### config.mk
export PLATFORM = sky130hd
export DESIGN_NAME = i2c_irq_ctrl
export DESIGN_NICKNAME = d
export VERILOG_FILES = /design/src/rtl/i2c_irq_pkg.sv /design/src/rtl/i2c_irq_clear_dec.sv /design/src/rtl/i2c_irq_flag_bank.sv /design/src/rtl/i2c_irq_route.sv /design/src/rtl/i2c_irq_ctrl.sv
export SDC_FILE = /design/constraint.sdc
export NUM_CORES = 1
export LEC_CHECK = 0
export ABC_AREA = 0
export ABC_CLOCK_PERIOD_IN_PS = 1400
export BUFFER_PORTS_ARGS = -buffer_cell sky130_fd_sc_hd__buf_2
export CAP_MARGIN = 10
export CORE_ASPECT_RATIO = 1.1
export CORE_MARGIN = 2
export CORE_UTILIZATION = 32
export CTS_CLUSTER_SIZE = 30
export DETAILED_ROUTE_END_ITERATION = 10
export GPL_ROUTABILITY_DRIVEN = 0
export PLACE_DENSITY = 0.75
export SYNTH_ARGS = -nofsm -noshare
export SYNTH_HDL_FRONTEND = slang
export SYNTH_SLANG_ARGS = --single-unit
### constraint.sdc
create_clock -name clk -period 1.4 [get_ports clk]
set_input_delay 0.14 -clock clk [delete_from_list [all_inputs] [get_ports clk]]
set_output_delay 0.14 -clock clk [all_outputs]
set_load 0.05 [all_outputs]
### src/rtl/i2c_irq_pkg.sv
package i2c_irq_pkg;
  localparam int NUM_FLAGS = 13;
  localparam int NUM_EN    = 7;

  // flag positions
  localparam int F_RXD   = 0;
  localparam int F_TXD   = 1;
  localparam int F_STOP  = 2;
  localparam int F_ADDR  = 3;
  localparam int F_NACK  = 4;
  localparam int F_RELD  = 5;
  localparam int F_DONE  = 6;
  localparam int F_ERR_LO = 7;

  // enable positions
  localparam int E_XFER = 5;
  localparam int E_ERR  = 6;

  // flags cleared through the write-one-to-clear register
  localparam logic [NUM_FLAGS-1:0] W1C_MASK = 13'h1F9C;
  localparam logic [NUM_FLAGS-1:0] ERR_MASK = 13'h1F80;
  localparam logic [NUM_FLAGS-1:0] EVT_MASK = ~ERR_MASK;

  // which enable bit gates a given flag
  function automatic int en_slot(input int flag);
    if (flag <= F_NACK)      return flag;
    else if (flag <= F_DONE) return E_XFER;
    else                     return E_ERR;
  endfunction
endpackage

### src/rtl/i2c_irq_clear_dec.sv
module i2c_irq_clear_dec
  import i2c_irq_pkg::*;
#(
  parameter int CNT_W = 8
) (
  input  logic                 rd_data_i,
  input  logic                 wr_data_i,
  input  logic                 ctrl_wr_i,
  input  logic [CNT_W-1:0]     ctrl_count_i,
  input  logic                 ctrl_start_i,
  input  logic                 ctrl_stop_i,
  input  logic                 clr_wr_i,
  input  logic [NUM_FLAGS-1:0] clr_bits_i,
  output logic [NUM_FLAGS-1:0] clr_o
);
  logic [NUM_FLAGS-1:0] w1c_hit;
  logic [NUM_FLAGS-1:0] side_hit;

  assign w1c_hit = {NUM_FLAGS{clr_wr_i}} & clr_bits_i & W1C_MASK;

  always_comb begin
    side_hit         = '0;
    side_hit[F_RXD]  = rd_data_i;
    side_hit[F_TXD]  = wr_data_i;
    side_hit[F_RELD] = ctrl_wr_i && (ctrl_count_i != '0);
    side_hit[F_DONE] = ctrl_wr_i && (ctrl_start_i || ctrl_stop_i);
  end

  assign clr_o = w1c_hit | side_hit;
endmodule

### src/rtl/i2c_irq_flag_bank.sv
module i2c_irq_flag_bank
  import i2c_irq_pkg::*;
(
  input  logic                 clk,
  input  logic                 rst_n,
  input  logic [NUM_FLAGS-1:0] set_i,
  input  logic [NUM_FLAGS-1:0] clr_i,
  output logic [NUM_FLAGS-1:0] flag_o
);
  for (genvar i = 0; i < NUM_FLAGS; i++) begin : g_cell
    logic q;
    always_ff @(posedge clk or negedge rst_n) begin
      if (!rst_n)        q <= 1'b0;
      else if (set_i[i]) q <= 1'b1;   // set has priority
      else if (clr_i[i]) q <= 1'b0;
    end
    assign flag_o[i] = q;
  end
endmodule

### src/rtl/i2c_irq_route.sv
module i2c_irq_route
  import i2c_irq_pkg::*;
#(
  parameter bit SPLIT = 1'b0
) (
  input  logic                 clk,
  input  logic                 rst_n,
  input  logic [NUM_FLAGS-1:0] flag_i,
  input  logic [NUM_EN-1:0]    enable_i,
  output logic                 irq_all_o,
  output logic                 irq_evt_o,
  output logic                 irq_err_o
);
  logic [NUM_FLAGS-1:0] en_mask;
  logic [NUM_FLAGS-1:0] live;

  for (genvar i = 0; i < NUM_FLAGS; i++) begin : g_mask
    assign en_mask[i] = enable_i[en_slot(i)];
  end

  assign live = flag_i & en_mask;

  if (SPLIT) begin : g_split
    logic evt_q, err_q;
    always_ff @(posedge clk or negedge rst_n) begin
      if (!rst_n) begin
        evt_q <= 1'b0;
        err_q <= 1'b0;
      end else begin
        evt_q <= |(live & EVT_MASK);
        err_q <= |(live & ERR_MASK);
      end
    end
    assign irq_evt_o = evt_q;
    assign irq_err_o = err_q;
    assign irq_all_o = 1'b0;
  end else begin : g_merged
    logic all_q;
    always_ff @(posedge clk or negedge rst_n) begin
      if (!rst_n) all_q <= 1'b0;
      else        all_q <= |live;
    end
    assign irq_all_o = all_q;
    assign irq_evt_o = 1'b0;
    assign irq_err_o = 1'b0;
  end
endmodule

### src/rtl/i2c_irq_ctrl.sv
module i2c_irq_ctrl
  import i2c_irq_pkg::*;
#(
  parameter int CNT_W = 8,
  parameter bit SPLIT = 1'b0
) (
  input  logic                 clk,
  input  logic                 rst_n,
  input  logic [NUM_FLAGS-1:0] set_i,
  input  logic                 rd_data_i,
  input  logic                 wr_data_i,
  input  logic                 ctrl_wr_i,
  input  logic [CNT_W-1:0]     ctrl_count_i,
  input  logic                 ctrl_start_i,
  input  logic                 ctrl_stop_i,
  input  logic                 clr_wr_i,
  input  logic [NUM_FLAGS-1:0] clr_bits_i,
  input  logic [NUM_EN-1:0]    enable_i,
  output logic [NUM_FLAGS-1:0] status_o,
  output logic                 irq_all_o,
  output logic                 irq_evt_o,
  output logic                 irq_err_o
);
  logic [NUM_FLAGS-1:0] clr;
  logic [NUM_FLAGS-1:0] flags;

  i2c_irq_clear_dec #(.CNT_W(CNT_W)) u_dec (
    .rd_data_i    (rd_data_i),
    .wr_data_i    (wr_data_i),
    .ctrl_wr_i    (ctrl_wr_i),
    .ctrl_count_i (ctrl_count_i),
    .ctrl_start_i (ctrl_start_i),
    .ctrl_stop_i  (ctrl_stop_i),
    .clr_wr_i     (clr_wr_i),
    .clr_bits_i   (clr_bits_i),
    .clr_o        (clr)
  );

  i2c_irq_flag_bank u_bank (
    .clk    (clk),
    .rst_n  (rst_n),
    .set_i  (set_i),
    .clr_i  (clr),
    .flag_o (flags)
  );

  i2c_irq_route #(.SPLIT(SPLIT)) u_route (
    .clk       (clk),
    .rst_n     (rst_n),
    .flag_i    (flags),
    .enable_i  (enable_i),
    .irq_all_o (irq_all_o),
    .irq_evt_o (irq_evt_o),
    .irq_err_o (irq_err_o)
  );

  assign status_o = flags;
endmodule

# After elaboration in Yosys (flattened, before gate mapping)
# Cells that the tools add are included.
# word_totals
ramBits	0
latch_bits	0
romBits	0
input_bits	49
n_memories	0
ff_bits	14
# classes
n_div	0
reduce_logical	18
eq_ne	0
bitwise_logic	3
multipliers	0
muxes	26
magnitude_cmp	0
addsub	0
n_shift	0
# op_table
cell	count
$and 13x13->13	2
$mux 1	26
$reduce_bool 2->1	13
$or 13x7->13	1
$reduce_or 13->1	1
$reduce_bool 8->1	1
$logic_and 1x1->1	2
$logic_or 1x1->1	1

# Depth between registers and ports, before layout
# logic_depth
word_depth	5
mapped_depth	3
depth_no_buf	3

# Cells and area by module
# A second synthesis with hierarchy kept.
# hier_totals
cells_unflattened	78
area_unflattened_um2	760.7
# by_module_without_submodules
module	cells_each	area_each_um2	instances
i2c_irq_flag_bank	52	569.3	1
i2c_irq_clear_dec	15	98.8	1
i2c_irq_route	11	92.6	1

# Worst setup path after synthesis
# No wires, ideal clock.
# synth_path
path_kind	register -> register
startpoint	register u_bank.g_cell[7].q
endpoint	register u_route.g_merged.all_q (netlist: u_route.irq_all_o)
path_stages_with_launch	4
path_buffers	0
t_arrival_ns	1.157
setup_slack_ns	0.103
required_ns	1.260
path_cell_list	dfrtp_1 -> or4_1 -> o31ai_1 -> nand4_1
# synth_via
elab_chain_cells	2
# synth_rtl
item	line_no	rtl
start, declared	i2c_irq_flag_bank.sv:11	logic q;
start signal, assigned	i2c_irq_flag_bank.sv:13	if (!rst_n) q <= 1'b0;
start signal, assigned	i2c_irq_flag_bank.sv:14	else if (set_i[i]) q <= 1'b1;
start signal, assigned	i2c_irq_flag_bank.sv:15	else if (clr_i[i]) q <= 1'b0;
$and 13x13->13	i2c_irq_route.sv:21	assign live = flag_i & en_mask;
$reduce_or 13->1	i2c_irq_route.sv:41	else all_q <= |live;
end signal, assigned	i2c_irq_route.sv:41	
end, declared	i2c_irq_route.sv:38	logic all_q;
# No other way between the ends.
# A chain may end at the register's enable or synchronous reset.

# Worst setup path after layout
# layout_path
startpoint	register u_bank.g_cell[8].q
endpoint	register u_route.g_merged.all_q (netlist: u_route.irq_all_o)
# layout_via
elab_chain_cells	2
# layout_rtl
item	line_no
start, declared	i2c_irq_flag_bank.sv:11
start signal, assigned	i2c_irq_flag_bank.sv:13
start signal, assigned	i2c_irq_flag_bank.sv:14
start signal, assigned	i2c_irq_flag_bank.sv:15
$and 13x13->13	i2c_irq_route.sv:21
$reduce_or 13->1	i2c_irq_route.sv:41
# No other way between the ends.

==> report_table.html <==
<table>
<tr><th>Metric</th><th>Value</th></tr>
<tr><th colspan="2">STA</th></tr>
<tr><td>Final hold violation count</td><td>0</td></tr>
<tr><td>Post-route worst hold slack</td><td>0.03501 ns</td></tr>
<tr><td>Min Tclk post-route</td><td>1.341 ns</td></tr>
<tr><td>Maximum clock frequency</td><td>745.8 MHz</td></tr>
<tr><td>Pins Over Slew Limit</td><td>0</td></tr>
<tr><td>Final critical-path setup slack</td><td>0.05915 ns</td></tr>
<tr><td>Finish-stage setup viols</td><td>0</td></tr>
<tr><td>Clock Skew</td><td>0.005991 ns</td></tr>
<tr><td>Share of the clock period used by the worst path after layout</td><td>0.9578</td></tr>
<tr><td>Setup repair after global routing missed its margin</td><td>false</td></tr>
<tr><th colspan="2">Detailed routing</th></tr>
<tr><td>Starting DRT DRC Count</td><td>5</td></tr>
<tr><td>Post-Route WL</td><td>1662 um</td></tr>
<tr><td>Number of antenna-violating nets in the routed design</td><td>0</td></tr>
<tr><td>Number of design rule violations left after detail routing</td><td>0</td></tr>
<tr><td>DR pass1 iterations</td><td>4</td></tr>
<tr><td>Vias after detailed routing</td><td>622</td></tr>
<tr><td>Detail-routed net length per standard cell</td><td>11.62 um</td></tr>
<tr><td>Via density per instance</td><td>4.350</td></tr>
<tr><th colspan="2">Min path</th></tr>
<tr><td>End point of the most critical hold path</td><td>u_bank.g_cell[6].q</td></tr>
<tr><td>Worst hold path depth</td><td>2</td></tr>
<tr><td>Start point of the worst hold path</td><td>set_i[6]</td></tr>
<tr><td>Type of the most critical hold path</td><td>input port to flip-flop</td></tr>
<tr><th colspan="2">Placement</th></tr>
<tr><td>Placed cell count</td><td>136</td></tr>
<tr><td>Post-place setup slack</td><td>-0.05402 ns</td></tr>
<tr><td>Number of buffers added on ports</td><td>58</td></tr>
<tr><th colspan="2">Die</th></tr>
<tr><td>Area of the placeable core</td><td>1999 sq um</td></tr>
<tr><td>I/O pins</td><td>65</td></tr>
<tr><td>Full die area</td><td>2508 sq um</td></tr>
<tr><td>Starting utilization of the core area</td><td>0.3398</td></tr>
<tr><td>Horiz. Die Dim</td><td>47.94 um</td></tr>
<tr><td>Placement Rows</td><td>17</td></tr>
<tr><td>Chip height</td><td>52.33 um</td></tr>
<tr><th colspan="2">Critical path</th></tr>
<tr><td>Crit path max-delay family</td><td>simple AND/OR/NAND/NOR gates</td></tr>
<tr><td>CP Cell Sequence</td><td>or4_4 -&gt; o31ai_4 -&gt; nand4_1</td></tr>
<tr><td>Critical path class</td><td>flip-flop to flip-flop</td></tr>
<tr><td>Type of element capturing the critical path</td><td>flip-flop</td></tr>
<tr><td>Startpoint class of the critical path</td><td>flip-flop</td></tr>
<tr><td>Path length in cells of the critical path</td><td>3</td></tr>
<tr><td>Crit path buffers/inverters</td><td>0</td></tr>
<tr><td>R2r startpoint</td><td>u_bank.g_cell[8].q</td></tr>
<tr><td>Biggest cell delay along the critical path</td><td>0.54 ns</td></tr>
<tr><td>Critical register-to-register path endpoint</td><td>u_route.irq_all_o</td></tr>
<tr><td>Data arrival time of the critical path</td><td>1.49 ns</td></tr>
<tr><td>Worst-path fanout max</td><td>2</td></tr>
<tr><td>Slowest cell on the critical path</td><td>or4_4</td></tr>
<tr><td>Required time at the endpoint of the critical path</td><td>1.55 ns</td></tr>
<tr><td>Register-to-register path setup slack</td><td>0.06 ns</td></tr>
<tr><td>Worst R2R Path Depth</td><td>3</td></tr>
<tr><th colspan="2">Clock tree</th></tr>
<tr><td>Clk buf depth</td><td>2</td></tr>
<tr><td>Clock edge transition at the registers on the reported setup and hold paths</td><td>0.08 ns</td></tr>
<tr><td>Inserted Clock Buffers</td><td>3</td></tr>
<tr><td>Root Buffer Master</td><td>clkbuf_4</td></tr>
<tr><td>CTS H-tree depth</td><td>1</td></tr>
<tr><td>Sinks on Clock Net</td><td>14</td></tr>
<tr><td>CTS tree</td><td>built</td></tr>
<tr><td>Later-pin clock latency in the skew report</td><td>0.28 ns</td></tr>
<tr><th colspan="2">Synth</th></tr>
<tr><td>Share of the yosys chip area belonging to registers</td><td>0.5157</td></tr>
<tr><td>Cells after Synth</td><td>65</td></tr>
<tr><td>Per-instance average area after synthesis</td><td>10.45 sq um</td></tr>
<tr><td>Number of flip-flops and latches in the synthesized netlist</td><td>14</td></tr>
<tr><td>Count of yosys warnings during synthesis</td><td>0</td></tr>
<tr><td>Library cells used by synthesis</td><td>15</td></tr>
<tr><td>Area of the mapped netlist</td><td>679.4 sq um</td></tr>
<tr><th colspan="2">Power</th></tr>
<tr><td>Cell area power density</td><td>1011 nW/um^2</td></tr>
<tr><td>Standby leakage power</td><td>0.5007 nW</td></tr>
<tr><td>Power, Total</td><td>0.9818 mW</td></tr>
<tr><td>Worst supply voltage drop on vdd</td><td>577.2 uV</td></tr>
<tr><th colspan="2">Global route</th></tr>
<tr><td>Vias in the first global route</td><td>599</td></tr>
<tr><td>Initial antenna violation count</td><td>0</td></tr>
<tr><td>Gr ovfl total</td><td>0</td></tr>
<tr><td>Largest net degree at the start of global routing</td><td>15</td></tr>
<tr><td>Aggregate global-route resource usage</td><td>0.1379</td></tr>
<tr><td>Wire length of the first global-routing pass</td><td>2401 um</td></tr>
<tr><th colspan="2">Final layout</th></tr>
<tr><td>Number of standard cells in the final layout excluding fillers</td><td>143</td></tr>
<tr><td>Fillcell total</td><td>210</td></tr>
<tr><td>Net count of the finished layout</td><td>165</td></tr>
<tr><td>Post-layout util</td><td>0.4856</td></tr>
<tr><td>Layout cells sized above 1</td><td>0.5826</td></tr>
<tr><td>Signed area change from the synthesized netlist to the final layout</td><td>42.91%</td></tr>
<tr><td>Leading cell types in the layout, fill and taps excluded</td><td>buf_2 (58), dfrtp_1 (14), a21o_1 (12), nand2_1 (9), clkbuf_4 (3)</td></tr>
<tr><td>Multi-input logic area</td><td>226.5 sq um</td></tr>
<tr><td>Most common cell after layout, fill and taps aside</td><td>buf_2</td></tr>
<tr><td>Sequential cell area</td><td>350.3 sq um</td></tr>
<tr><td>Antenna Diode Count</td><td>0</td></tr>
<tr><th colspan="2">Run</th></tr>
<tr><td>Total of max-cap violations</td><td>0</td></tr>
<tr><th colspan="2">Status</th></tr>
<tr><td>Status</td><td>complete, no violations</td></tr>
</table>
-- cell type report --
cell class | count | share of cell area
clock buffers | 4 | 0.03737
flip-flops and latches | 14 | 0.3608
repair buffers | 61 | 0.3247
well taps | 28 | 0.03608
inverters | 2 | 0.007732
multi-input cells | 34 | 0.2332
-- Yosys cell counts --
cell type  count  share of area
buf_4         15           0.17
a21o_1        12           0.13
inv_1          2          0.011
o21ai_1        1         0.0074
o21ai_0        2          0.015
nand4_1        1         0.0092
conb_1         1         0.0055
nand2_1        9          0.050
clkbuf_1       1         0.0055
a21o_2         1          0.013
o31ai_1        1          0.011
a22oi_1        1          0.011
dfrtp_1       14           0.52
or4_1          3          0.033
a222oi_1       1          0.015
-- how the worst max path moves through the flow --
stage,start,endpoint
after floorplan,u_bank.g_cell[7].q,u_route.irq_all_o
after CTS,u_bank.g_cell[7].q,u_route.irq_all_o
after detailed placement,u_bank.g_cell[7].q,u_route.irq_all_o
after global placement,u_bank.g_cell[7].q,u_route.irq_all_o
final,u_bank.g_cell[8].q,u_route.irq_all_o
after global routing,u_bank.g_cell[8].q,u_route.irq_all_o
-- sequential cells by signal, indices dropped and copies added, names as in the netlist --
| register | cells |
|---|---|
| u_bank.g_cell.q | 13 |
| u_route.irq_all_o | 1 |
-- metrics by stage --
stage          instance area, sq um  TNS [ns]
2_1_floorplan                 683.2         0
3_3_place_gp                  892.1         0
3_5_place_dp                  892.1  -0.05402
4_1_cts                       970.9         0
5_1_grt                       970.9         0
6_report                      970.9         0
-- timing repair --
action,in CTS,in global routing
pin swaps,2,2
endpoints found under the hold margin,14,0
setup endpoints to repair,1,1
hold buffers,1,0
buffers inserted,2,0
gates resized for setup,3,0
-- power by group --
group	switching (mW)	leakage [nW]	internal, mW
Sequential	0.0201	0.142	0.430
Clock	0.123	0.0210	0.158
Combinational	0.159	0.338	0.0917
-- kinds of logic after synthesis --
logic type,count (synthesis),share of synthesized area
AO/OA/AOI/OAI,19,0.2044
buffers and inverters,18,0.1823
flip-flops,14,0.5157
AND/OR/NAND/NOR,13,0.09208
other,1,0.005520
-- metal layers --
layer	part of all wire	up-vias	track usage	wire, um
met5	0	-	0	0
met4	0	0	0.02703	0
met3	0.077	0	0.05172	128
met2	0.58	30	0.2689	961
met1	0.34	283	0.1282	573
li1	-	309	-	-
Note: power is estimated with default switching activity, not from simulation.
